## src/rtl/i2c_evt_pkg.sv

```systemverilog
package i2c_evt_pkg;

    localparam int NUM_FLAGS     = 7;
    localparam int NUM_EN        = 6;
    localparam int BYTE_W        = 8;
    localparam int COUNT_W       = 8;
    localparam int CMD_START_BIT = COUNT_W;
    localparam int CMD_STOP_BIT  = COUNT_W + 1;
    localparam int BUS_DW        = CMD_STOP_BIT + 1;
    localparam int REG_AW        = 3;

    // Flag positions; also the bit order of the status word
    typedef enum int unsigned {
        FL_RX     = 0,
        FL_TX     = 1,
        FL_STOP   = 2,
        FL_RELOAD = 3,
        FL_DONE   = 4,
        FL_ADDR   = 5,
        FL_NACK   = 6
    } flag_e;

    // Enable bit positions
    typedef enum int unsigned {
        EN_RX   = 0,
        EN_TX   = 1,
        EN_STOP = 2,
        EN_TC   = 3,
        EN_ADDR = 4,
        EN_NACK = 5
    } enable_e;

    // Write-1-to-clear bit positions in the clear register
    localparam int CLR_STOP_BIT = 0;
    localparam int CLR_ADDR_BIT = 1;
    localparam int CLR_NACK_BIT = 2;

    typedef enum logic [REG_AW-1:0] {
        RS_ENABLE = 3'd0,
        RS_CMD    = 3'd1,
        RS_CLEAR  = 3'd2,
        RS_STATUS = 3'd3,
        RS_RXDATA = 3'd4,
        RS_TXDATA = 3'd5
    } reg_sel_e;

    typedef struct packed {
        logic              rd;
        logic              wr;
        logic [REG_AW-1:0] sel;
        logic [BUS_DW-1:0] data;
    } bus_req_t;

    // Spread the enable bits over the flag positions; one bit covers two flags
    function automatic logic [NUM_FLAGS-1:0] expand_enables(input logic [NUM_EN-1:0] en);
        logic [NUM_FLAGS-1:0] m;
        m            = '0;
        m[FL_RX]     = en[EN_RX];
        m[FL_TX]     = en[EN_TX];
        m[FL_STOP]   = en[EN_STOP];
        m[FL_RELOAD] = en[EN_TC];
        m[FL_DONE]   = en[EN_TC];
        m[FL_ADDR]   = en[EN_ADDR];
        m[FL_NACK]   = en[EN_NACK];
        return m;
    endfunction

    function automatic logic is_write_to(input bus_req_t r, input reg_sel_e s);
        return r.wr && (r.sel == s);
    endfunction

    function automatic logic is_read_of(input bus_req_t r, input reg_sel_e s);
        return r.rd && (r.sel == s);
    endfunction

endpackage

```

## src/rtl/i2c_evt_decode.sv

```systemverilog
module i2c_evt_decode
    import i2c_evt_pkg::*;
(
    input  bus_req_t             req,
    output logic [NUM_FLAGS-1:0] clr,
    output logic                 en_wr,
    output logic                 tx_wr
);

    logic cmd_wr;
    logic clr_wr;
    logic count_nonzero;
    logic cmd_start_stop;

    assign cmd_wr         = is_write_to(req, RS_CMD);
    assign clr_wr         = is_write_to(req, RS_CLEAR);
    assign count_nonzero  = |req.data[COUNT_W-1:0];
    assign cmd_start_stop = req.data[CMD_START_BIT] | req.data[CMD_STOP_BIT];

    always_comb begin
        clr            = '0;
        clr[FL_RX]     = is_read_of(req, RS_RXDATA);
        clr[FL_TX]     = is_write_to(req, RS_TXDATA);
        clr[FL_STOP]   = clr_wr && req.data[CLR_STOP_BIT];
        clr[FL_RELOAD] = cmd_wr && count_nonzero;
        clr[FL_DONE]   = cmd_wr && cmd_start_stop;
        clr[FL_ADDR]   = clr_wr && req.data[CLR_ADDR_BIT];
        clr[FL_NACK]   = clr_wr && req.data[CLR_NACK_BIT];
    end

    assign en_wr = is_write_to(req, RS_ENABLE);
    assign tx_wr = is_write_to(req, RS_TXDATA);

endmodule

```

## src/rtl/i2c_evt_flags.sv

```systemverilog
module i2c_evt_flags #(
    parameter int N = 7
) (
    input  logic         clk,
    input  logic         rst,
    input  logic [N-1:0] set_i,
    input  logic [N-1:0] clr_i,
    output logic [N-1:0] flags_o
);

    for (genvar i = 0; i < N; i++) begin : g_cell
        logic bit_q;
        // Set has priority over clear so a same-cycle event is never lost
        always_ff @(posedge clk) begin
            if (rst) begin
                bit_q <= 1'b0;
            end else if (set_i[i]) begin
                bit_q <= 1'b1;
            end else if (clr_i[i]) begin
                bit_q <= 1'b0;
            end
        end
        assign flags_o[i] = bit_q;
    end

endmodule

```

## src/rtl/i2c_evt_irq_gen.sv

```systemverilog
module i2c_evt_irq_gen
    import i2c_evt_pkg::*;
(
    input  logic                 clk,
    input  logic                 rst,
    input  logic                 en_wr,
    input  logic [NUM_EN-1:0]    en_wdata,
    input  logic [NUM_FLAGS-1:0] flags,
    output logic [NUM_EN-1:0]    en_o,
    output logic                 irq_o
);

    logic [NUM_EN-1:0]    en_q;
    logic [NUM_FLAGS-1:0] mask;
    logic                 irq_q;

    always_ff @(posedge clk) begin
        if (rst) begin
            en_q <= '0;
        end else if (en_wr) begin
            en_q <= en_wdata;
        end
    end

    assign mask = expand_enables(en_q);

    always_ff @(posedge clk) begin
        if (rst) begin
            irq_q <= 1'b0;
        end else begin
            irq_q <= |(flags & mask);
        end
    end

    assign en_o  = en_q;
    assign irq_o = irq_q;

endmodule

```

## src/rtl/i2c_evt_irq.sv

```systemverilog
module i2c_evt_irq
    import i2c_evt_pkg::*;
(
    input  logic                 clk,
    input  logic                 rst,
    input  logic [NUM_FLAGS-1:0] evt_i,
    input  logic                 reg_en,
    input  logic                 reg_we,
    input  logic [REG_AW-1:0]    reg_addr,
    input  logic [BUS_DW-1:0]    reg_wdata,
    output logic [BUS_DW-1:0]    reg_rdata,
    input  logic [BYTE_W-1:0]    rx_data_i,
    output logic [BYTE_W-1:0]    tx_data_o,
    output logic                 tx_wr_o,
    output logic                 rx_dma_req_o,
    output logic                 irq_o
);

    bus_req_t             req;
    logic [NUM_FLAGS-1:0] clr;
    logic                 en_wr;
    logic                 tx_wr;
    logic [NUM_FLAGS-1:0] status_q;
    logic [NUM_EN-1:0]    en_q;
    logic [BYTE_W-1:0]    tx_data_q;
    logic                 tx_wr_q;

    always_comb begin
        req.rd   = reg_en & ~reg_we;
        req.wr   = reg_en & reg_we;
        req.sel  = reg_addr;
        req.data = reg_wdata;
    end

    i2c_evt_decode i_decode (
        .req   (req),
        .clr   (clr),
        .en_wr (en_wr),
        .tx_wr (tx_wr)
    );

    i2c_evt_flags #(.N(NUM_FLAGS)) i_flags (
        .clk     (clk),
        .rst     (rst),
        .set_i   (evt_i),
        .clr_i   (clr),
        .flags_o (status_q)
    );

    i2c_evt_irq_gen i_irq (
        .clk      (clk),
        .rst      (rst),
        .en_wr    (en_wr),
        .en_wdata (reg_wdata[NUM_EN-1:0]),
        .flags    (status_q),
        .en_o     (en_q),
        .irq_o    (irq_o)
    );

    // Transmit byte hand-off to the engine
    always_ff @(posedge clk) begin
        if (rst) begin
            tx_wr_q   <= 1'b0;
            tx_data_q <= '0;
        end else begin
            tx_wr_q <= tx_wr;
            if (tx_wr) begin
                tx_data_q <= reg_wdata[BYTE_W-1:0];
            end
        end
    end

    // Read mux: status read has no side effect; rx data read clears via decoder
    always_comb begin
        unique case (reg_addr)
            RS_ENABLE: reg_rdata = BUS_DW'(en_q);
            RS_STATUS: reg_rdata = BUS_DW'(status_q);
            RS_RXDATA: reg_rdata = BUS_DW'(rx_data_i);
            default:   reg_rdata = '0;
        endcase
    end

    assign tx_data_o    = tx_data_q;
    assign tx_wr_o      = tx_wr_q;
    assign rx_dma_req_o = status_q[FL_RX];

endmodule

```

## config.mk

```make
export PLATFORM = sky130hd
export DESIGN_NAME = i2c_evt_irq
export DESIGN_NICKNAME = d
export VERILOG_FILES = /design/src/rtl/i2c_evt_pkg.sv /design/src/rtl/i2c_evt_decode.sv /design/src/rtl/i2c_evt_flags.sv /design/src/rtl/i2c_evt_irq_gen.sv /design/src/rtl/i2c_evt_irq.sv
export SDC_FILE = /design/constraint.sdc
export NUM_CORES = 1
export LEC_CHECK = 0
export ABC_AREA = 1
export BUFFER_PORTS_ARGS = -buffer_cell sky130_fd_sc_hd__buf_2
export CORE_MARGIN = 2
export CORE_UTILIZATION = 48
export DETAILED_ROUTE_END_ITERATION = 16
export PLACE_DENSITY = 0.88
export SETUP_SLACK_MARGIN = 0.05
export SKIP_CTS_REPAIR_TIMING = 1
export SYNTH_ARGS = -nofsm -noshare
export SYNTH_HDL_FRONTEND = slang
export SYNTH_SLANG_ARGS = --single-unit
```

## constraint.sdc

```tcl
create_clock -name clk -period 1.4 [get_ports clk]
set_input_delay 0.14 -clock clk [delete_from_list [all_inputs] [get_ports clk]]
set_output_delay 0.14 -clock clk [all_outputs]
set_load 0.1 [all_outputs]
```

==> results of run 1 <==
## cell usage after synthesis
| cell type | number | area, µm² |
|---|---|---|
| sky130_fd_sc_hd__inv_2 | 4 | 15.01 |
| sky130_fd_sc_hd__nand3b_1 | 1 | 7.510 |
| sky130_fd_sc_hd__conb_1 | 1 | 3.750 |
| sky130_fd_sc_hd__nand4_1 | 3 | 18.77 |
| sky130_fd_sc_hd__a211oi_2 | 4 | 50.05 |
| sky130_fd_sc_hd__nor2_1 | 17 | 63.81 |
| sky130_fd_sc_hd__nand3_1 | 4 | 20.02 |
| sky130_fd_sc_hd__nand2_2 | 3 | 18.77 |
| sky130_fd_sc_hd__clkbuf_1 | 2 | 7.510 |
| sky130_fd_sc_hd__buf_4 | 2 | 15.01 |
| sky130_fd_sc_hd__o21ai_1 | 3 | 15.01 |
| sky130_fd_sc_hd__nand2_1 | 31 | 116.4 |
| sky130_fd_sc_hd__o221ai_1 | 5 | 43.79 |
| sky130_fd_sc_hd__nor3_4 | 1 | 16.27 |
| sky130_fd_sc_hd__inv_4 | 1 | 6.260 |
| sky130_fd_sc_hd__nor2_2 | 2 | 12.51 |
| sky130_fd_sc_hd__o211ai_1 | 1 | 7.510 |
| sky130_fd_sc_hd__inv_1 | 14 | 52.55 |
| sky130_fd_sc_hd__a211oi_1 | 1 | 7.510 |
| sky130_fd_sc_hd__a21oi_1 | 18 | 90.09 |
| sky130_fd_sc_hd__nor3b_1 | 1 | 7.510 |
| sky130_fd_sc_hd__o22ai_1 | 2 | 12.51 |
| sky130_fd_sc_hd__o21ai_0 | 1 | 5.000 |
| sky130_fd_sc_hd__dfxtp_1 | 23 | 460.4 |
| sky130_fd_sc_hd__buf_6 | 1 | 11.26 |
## cells in the final DEF (no fill, tap or decap), types with 2 or more instances in the layout
cell                       netlist  final
sky130_fd_sc_hd__nor2_1         17     17
sky130_fd_sc_hd__a21oi_1        18     18
sky130_fd_sc_hd__o22ai_1         2      2
sky130_fd_sc_hd__nand4_1         3      3
sky130_fd_sc_hd__nand2_2         3      4
sky130_fd_sc_hd__clkbuf_4        0      3
sky130_fd_sc_hd__inv_1          14     13
sky130_fd_sc_hd__dfxtp_1        23     20
sky130_fd_sc_hd__nand3_1         4      3
sky130_fd_sc_hd__conb_1          1      2
sky130_fd_sc_hd__o221ai_2        0      4
sky130_fd_sc_hd__buf_12          0      7
sky130_fd_sc_hd__dfxtp_2         0      3
sky130_fd_sc_hd__o21ai_1         3      3
sky130_fd_sc_hd__a211oi_2        4      4
sky130_fd_sc_hd__buf_4           2      3
sky130_fd_sc_hd__inv_2           4      4
sky130_fd_sc_hd__buf_2           0     42
sky130_fd_sc_hd__nand2_1        31     30
## final cells by class
class	count	area (µm²)	share of cell area
multi-input cells	100	588.1	0.3672
flip-flops and latches	23	464.2	0.2898
repair buffers	53	397.9	0.2484
inverters	19	90.09	0.05625
well taps	28	35.03	0.02187
clock buffers	4	26.28	0.01641
## cells by family (layout without fill, tap and decap cells)
logic type,Yosys count,after routing,synth area share
other cells,1,2,0.003457
flops,23,23,0.4245
simple gates,63,63,0.2595
compound gates,35,35,0.2134
buf+inv,24,76,0.09919
## sequential cells by signal (all words and copies together), names as in the netlist
register              count
i_flags.g_cell.bit_q      7
i_irq.irq_o               1
tx_wr_o                   1
tx_data_o                 8
i_irq.en_o                6
## layer usage
layer,up-vias,global-route usage,share of wire
met3,8,0.02586,0.074
met2,67,0.4487,0.51
met1,527,0.2860,0.40
met4,0,0.1053,0.020
met5,-,0,0
li1,587,-,-
## worst min path at each step
stage | startpoint | end | slack, ns | cells after the start
after floorplan | rst | i_irq.en_o[0] | 0.21 | 1
after global placement | evt_i[0] | i_flags.g_cell[0].bit_q | 0.34 | 3
after detailed placement | evt_i[1] | i_flags.g_cell[1].bit_q | 0.36 | 3
after CTS | evt_i[1] | i_flags.g_cell[1].bit_q | 0.03 | 3
after global routing | evt_i[5] | i_flags.g_cell[5].bit_q | 0.04 | 3
final | evt_i[1] | i_flags.g_cell[1].bit_q | 0.04 | 3
## power groups by stage
stage / Sequential, mW / Clock, mW / Combinational, mW
3_3_place_gp: 0.703 / 0 / 0.369
6_report: 0.690 / 0.299 / 0.388
5_1_grt: 0.693 / 0.332 / 0.410
4_1_cts: 0.689 / 0.311 / 0.379
2_1_floorplan: 0.746 / 0 / 0.202
3_5_place_dp: 0.704 / 0 / 0.377
## stage by stage
step / utilization / power, mW / hold WS, ns
after floorplan: - / 0.9478 / 0.2130
after global routing: 0.7382 / 1.435 / 0.03724
final: 0.7382 / 1.377 / 0.03556
after global placement: 0.7122 / 1.072 / 0.3445
after CTS: 0.7243 / 1.378 / 0.03299
after detailed placement: 0.7122 / 1.081 / 0.3630
## critical path: cells and delay by family, from the launching register on
family	cells	cell delay, ns
buffers and inverters	2	0.29
DFF	1	0.36
AOI/OAI and AO/OA	1	0.25
==> out/metrics.yaml, run 1 <==
globalplace.congestion: 0.8198
design.final.nets: 232
yosysWarnings: 0
critical_path.endpoint: "reg_rdata[1]"
final.setup_skew_ns: 0.003983
path_max_fanout: 2
drt-vias-per-instance: 5.238
finalCriticalPeriod_ns: 1.349
postSynthRegisterBits: 23
r2r_end: "i_irq.irq_o"
maxSlewViolCount: 0
dp_slack_ns: 0.02812
r2r-start: "i_flags.g_cell[5].bit_q"
drtPass1Iterations: 4
grt_max_degree: 24
critical-path-slowest-cell: "sky130_fd_sc_hd__dfxtp_1"
antenna_violations_before_repair: 0
ir_drop_uv: 774.9
fillers: 175
first_pass_grt_wire_length_um: 4905
grt.total_usage: 0.2446
sequentialPowerShare: 0.501
synthDistinctLibCells: 25
synth-seq-area-share: 0.4245
total_leakage_power_nw: 0.6810
hold_viol_final: 0
internal_reg_to_reg_setup_slack_ns: 0.46
share_clk_of_total_power: 0.217
coreArea_um2: 2170
postLayoutCellArea_um2: 1602
die-width_um: 51.54
clock_latency_ns: 0.31
dieHeight_um: 51.54
core.rowCount: 17
timing.setup.tns_ns: 0
portBuffers: 50
final-setup-viol-count: 0
holdCritPathClass: "input pin to register"
startpoint_type_of_the_worst_setup_path: "register"
worst_ep_arrival_time_ns: 1.21
diodes: 0
placed_cells: 221
crit_type: "register to output port"
timing.max_cap.violations: 0
layout-drive-gt1-share: 0.4171
avgSynthCellArea_um2: 7.430
hpwlAfterDp_um: 2386
via_count: 1189
drc_errors: 0
flow.area_growth_from_synthesis_pct: 47.64
clock_tree.root_cell: "sky130_fd_sc_hd__clkbuf_4"
post_drt_wl_per_cell_um: 13.25
p_switching_mw: 0.4698
drt.antenna.violating_nets: 0
power_report.internal_total_mw: 0.9076
final-instance-count-excl-fill: 227
dpl-instance-area_um2: 1545
worst_setup_hold_path_clk_slew_ns: 0.12
switch_share: 0.3411
min_period_over_period: 0.9637
rr_worst_depth: 5
worst_path_cell_chain: "inv_1 > o221ai_2 > buf_12"
vias_in_the_first_global_route: 1150
io-pin-count: 53
cts.htree.levels: 1
clockBufferDepth: 2
numCtsBuffers: 3
cpPeakStageDelay_ns: 0.36
detailedRoute.firstIterationViolations: 30
achievable-frequency_ghz: 0.7412
timing.critical_path.to_type: "output port"
netlist_instances: 146
initial_core_util: 0.5000
cts_tree: "done"
power_per_unit_of_standard_cell_area_nw_per_um2: 860.1
final.setup.worst_slack_ns: 0.05079
critPathLaunch: "i_flags.g_cell[1].bit_q"
globalRoute.totalOverflow: 0
critical_path_required_ns: 1.26
unrepaired_setup_endpoints_after_global_routing: "yes"
cts.sink_count: 23
status: "finished, final reports clean"
routed_wirelength_um: 3008
p_comb_frac: 0.282
synth.cell_area_um2: 1085
die-area_um2: 2656
(Power assumes the default switching activity.)
==> inputs of run 2 (changes only) <==
Settings changed: ABC_AREA 1 to unset, CORE_UTILIZATION 48 to 49, HOLD_SLACK_MARGIN set to 0.03.
==> run 2 against run 1 <==
Net effect: first-iteration DRC count decreased by 10%; critical path depth increased by 1; highest routed layer unchanged; sequential power rose by 1%; global-route usage is 1.0 points lower; non-clock buffer count is 1 lower; register-to-register slack barely moved; worst hold slack improved by 0.041 ns; power down 0.84%; synthesized area rose by 5.8%; sequential share of layout area is essentially flat; utilization down 0.74 points.
==> out/metrics.yaml, run 2 <==
finalHoldWorstSlack_ns: 0.07690
final-setup-viol-count: 0
vias_in_the_first_global_route: 1083
internal_reg_to_reg_setup_slack_ns: 0.47
total_leakage_power_nw: 0.6684
diodes: 0
largest_register_ff_count: 8
dieHeight_um: 52.39
hpwlAfterDp_um: 2306
synth-seq-area-share: 0.4013
clock_latency_ns: 0.31
critical_path_required_ns: 1.26
synth_largest_area_cell: "sky130_fd_sc_hd__dfxtp_1"
portBuffers: 50
crit_type: "input pin to output port"
min-delay-start: "reg_addr[2]"
globalplace.congestion: 0.9099
postLayoutCellArea_um2: 1617
post_synth_and_or_nand_nor_area_fraction: 0.2814
layout.cells.most_common: "sky130_fd_sc_hd__buf_2"
post_synth_mux_area_share: 0.1221
yosysWarnings: 0
synthDistinctLibCells: 32
hold_viol_final: 0
whs_path_depth: 2
post_drt_wl_per_cell_um: 14.39
power_per_unit_of_standard_cell_area_nw_per_um2: 844.9
area_share_of_the_leading_cell_type_in_the_synthesized_netlist: 0.4013
share_clk_of_total_power: 0.219
clock_tree.root_cell: "sky130_fd_sc_hd__clkbuf_4"
postLayoutCoreUtil: 0.7308
postSynthRegisterBits: 23
unrepaired_setup_endpoints_after_global_routing: "no"
netlist_instances: 127
combinational_family_with_the_most_area_after_synthesis: "simple AND/OR/NAND/NOR gates"
placed_cells: 200
timing.max_cap.violations: 0
maxSlewViolCount: 0
p_switching_mw: 0.4525
path_max_fanout: 13
sequentialPowerShare: 0.510
detailedRoute.firstIterationViolations: 27
initial_core_util: 0.5187
min_period_over_period: 0.9154
ir_drop_uv: 904.5
final_cell_mix: "sky130_fd_sc_hd__buf_2 (42), sky130_fd_sc_hd__nand2b_1 (18), sky130_fd_sc_hd__dfxtp_1 (16)"
startpoint_type_of_the_worst_setup_path: "input pin"
r2r-start: "i_flags.g_cell[2].bit_q"
routed_wirelength_um: 2935
worst_ep_arrival_time_ns: 1.14
first_pass_grt_wire_length_um: 4705
most_frequent_cell_after_synthesis: "sky130_fd_sc_hd__dfxtp_1"
synth_ff_type: "sky130_fd_sc_hd__dfxtp_1"
hold_path_end: "i_flags.g_cell[0].bit_q"
final-instance-count-excl-fill: 204
dpl-instance-area_um2: 1583
rr_worst_depth: 2
flow.area_growth_from_synthesis_pct: 40.89
drt-vias-per-instance: 5.588
avgSynthCellArea_um2: 9.034
cts.sink_count: 23
ys_top_cells_by_count: "sky130_fd_sc_hd__dfxtp_1 (23), sky130_fd_sc_hd__nand2b_1 (18), sky130_fd_sc_hd__mux2i_1 (14)"
r2r_end: "i_irq.irq_o"
cts_tree: "done"
io-pin-count: 53
cts.htree.levels: 1
timing.critical_path.to_type: "output port"
numCtsBuffers: 3
tightest_slew_ns: 0.4844
globalRoute.totalOverflow: 0
switch_share: 0.3313
via_count: 1140
synth.top_cells.by_area: "sky130_fd_sc_hd__dfxtp_1 (40%), sky130_fd_sc_hd__mux2i_1 (12%), sky130_fd_sc_hd__nand2b_1 (9.8%)"
synth_compound_gate_area_share: 0.1527
drc_errors: 0
synth_edf_count: 0
die-width_um: 52.39
design.final.nets: 209
drt.antenna.violating_nets: 0
p_comb_frac: 0.271
core.rowCount: 17
dp_slack_ns: 0.09775
grt_max_degree: 33
synthArstFlopShare: 0
clockBufferDepth: 2
coreArea_um2: 2212
worst_setup_hold_path_clk_slew_ns: 0.12
achievable-frequency_ghz: 0.7803
final.setup_skew_ns: 0.003795
holdCritPathClass: "input pin to register"
final.setup.worst_slack_ns: 0.1184
maxSlewHeadroom: 0.6687
synthXorXnorAreaFrac: 0
layout-drive-gt1-share: 0.4148
power_report.internal_total_mw: 0.9134
status: "finished, final reports clean"
grt.total_usage: 0.2344
synth-adder-area-share: 0
finalCriticalPeriod_ns: 1.282
drtPass1Iterations: 5
die-area_um2: 2745
antenna_violations_before_repair: 0
synth.cell_area_um2: 1147
==> run 2: cell types whose count changed in the layout (fill, tap and decap cells not counted), sizes merged, moves of 6 or more <==
cell | before | now
a21oi | 18 | 0
inv | 19 | 1
mux2i | 0 | 14
nand2 | 34 | 1
nand2b | 0 | 18
nor2 | 19 | 10
nor2b | 0 | 6
o21ai | 4 | 13
o2bb2ai | 0 | 6
==> run 2: through the flow <==
| step | TNS, ns | total power [mW] |
|---|---|---|
| 4_1_cts | 0 | 1.372 |
| 5_1_grt | 0 | 1.429 |
| 2_1_floorplan | -1.114 | 0.9545 |
| 3_5_place_dp | 0 | 1.079 |
| 6_report | 0 | 1.366 |
| 3_3_place_gp | 0 | 1.070 |
==> run 2: cell type report <==
class,count,area [µm²]
multi-input combinational,96,696.9
fill,165,595.6
clock buffer,4,26.28
sequential,23,469.2
timing repair buffer,52,385.4
inverter,1,3.754
tap,28,35.03
==> run 2: critical path, stage by stage <==
cell and delay, ns:
sky130_fd_sc_hd__buf_2 0.12, sky130_fd_sc_hd__or2_2 0.43, sky130_fd_sc_hd__o2bb2ai_2 0.24, sky130_fd_sc_hd__buf_12 0.20
==> run 2: cells by family (layout without fill, tap and decap cells) <==
group           count (synthesis)  count (layout)
compound gates                 26              26
buf+inv                         9              57
flops                          23              23
mux                            14              14
simple gates                   54              54
other cells                     1               2
==> run 2: worst max-delay path by stage <==
stage	to	cells past startpoint	slack [ns]	startpoint
2_1_floorplan	reg_rdata[0]	3	-0.19	reg_addr[0]
6_report	reg_rdata[4]	4	0.12	reg_addr[0]
3_5_place_dp	reg_rdata[3]	4	0.1	reg_addr[0]
4_1_cts	reg_rdata[5]	3	0.08	i_irq.en_o[5]
3_3_place_gp	reg_rdata[1]	4	0.13	reg_addr[0]
5_1_grt	reg_rdata[4]	3	0.06	i_irq.en_o[4]
==> run 2: routing by layer <==
layer | GRT usage | vias up | wire [µm]
met5 | 0 | - | 0
met4 | 0.08120 | 0 | 32
met3 | 0.06571 | 4 | 158
met2 | 0.4271 | 47 | 1639
met1 | 0.2562 | 535 | 1104
li1 | - | 554 | -
==> run 2: power groups by stage <==
stage | Clock (mW) | Sequential (mW) | Combinational (mW)
after floorplan | 0 | 0.749 | 0.206
after global placement | 0 | 0.710 | 0.360
after detailed placement | 0 | 0.711 | 0.368
after CTS | 0.307 | 0.696 | 0.369
after global routing | 0.341 | 0.700 | 0.389
final | 0.299 | 0.697 | 0.370
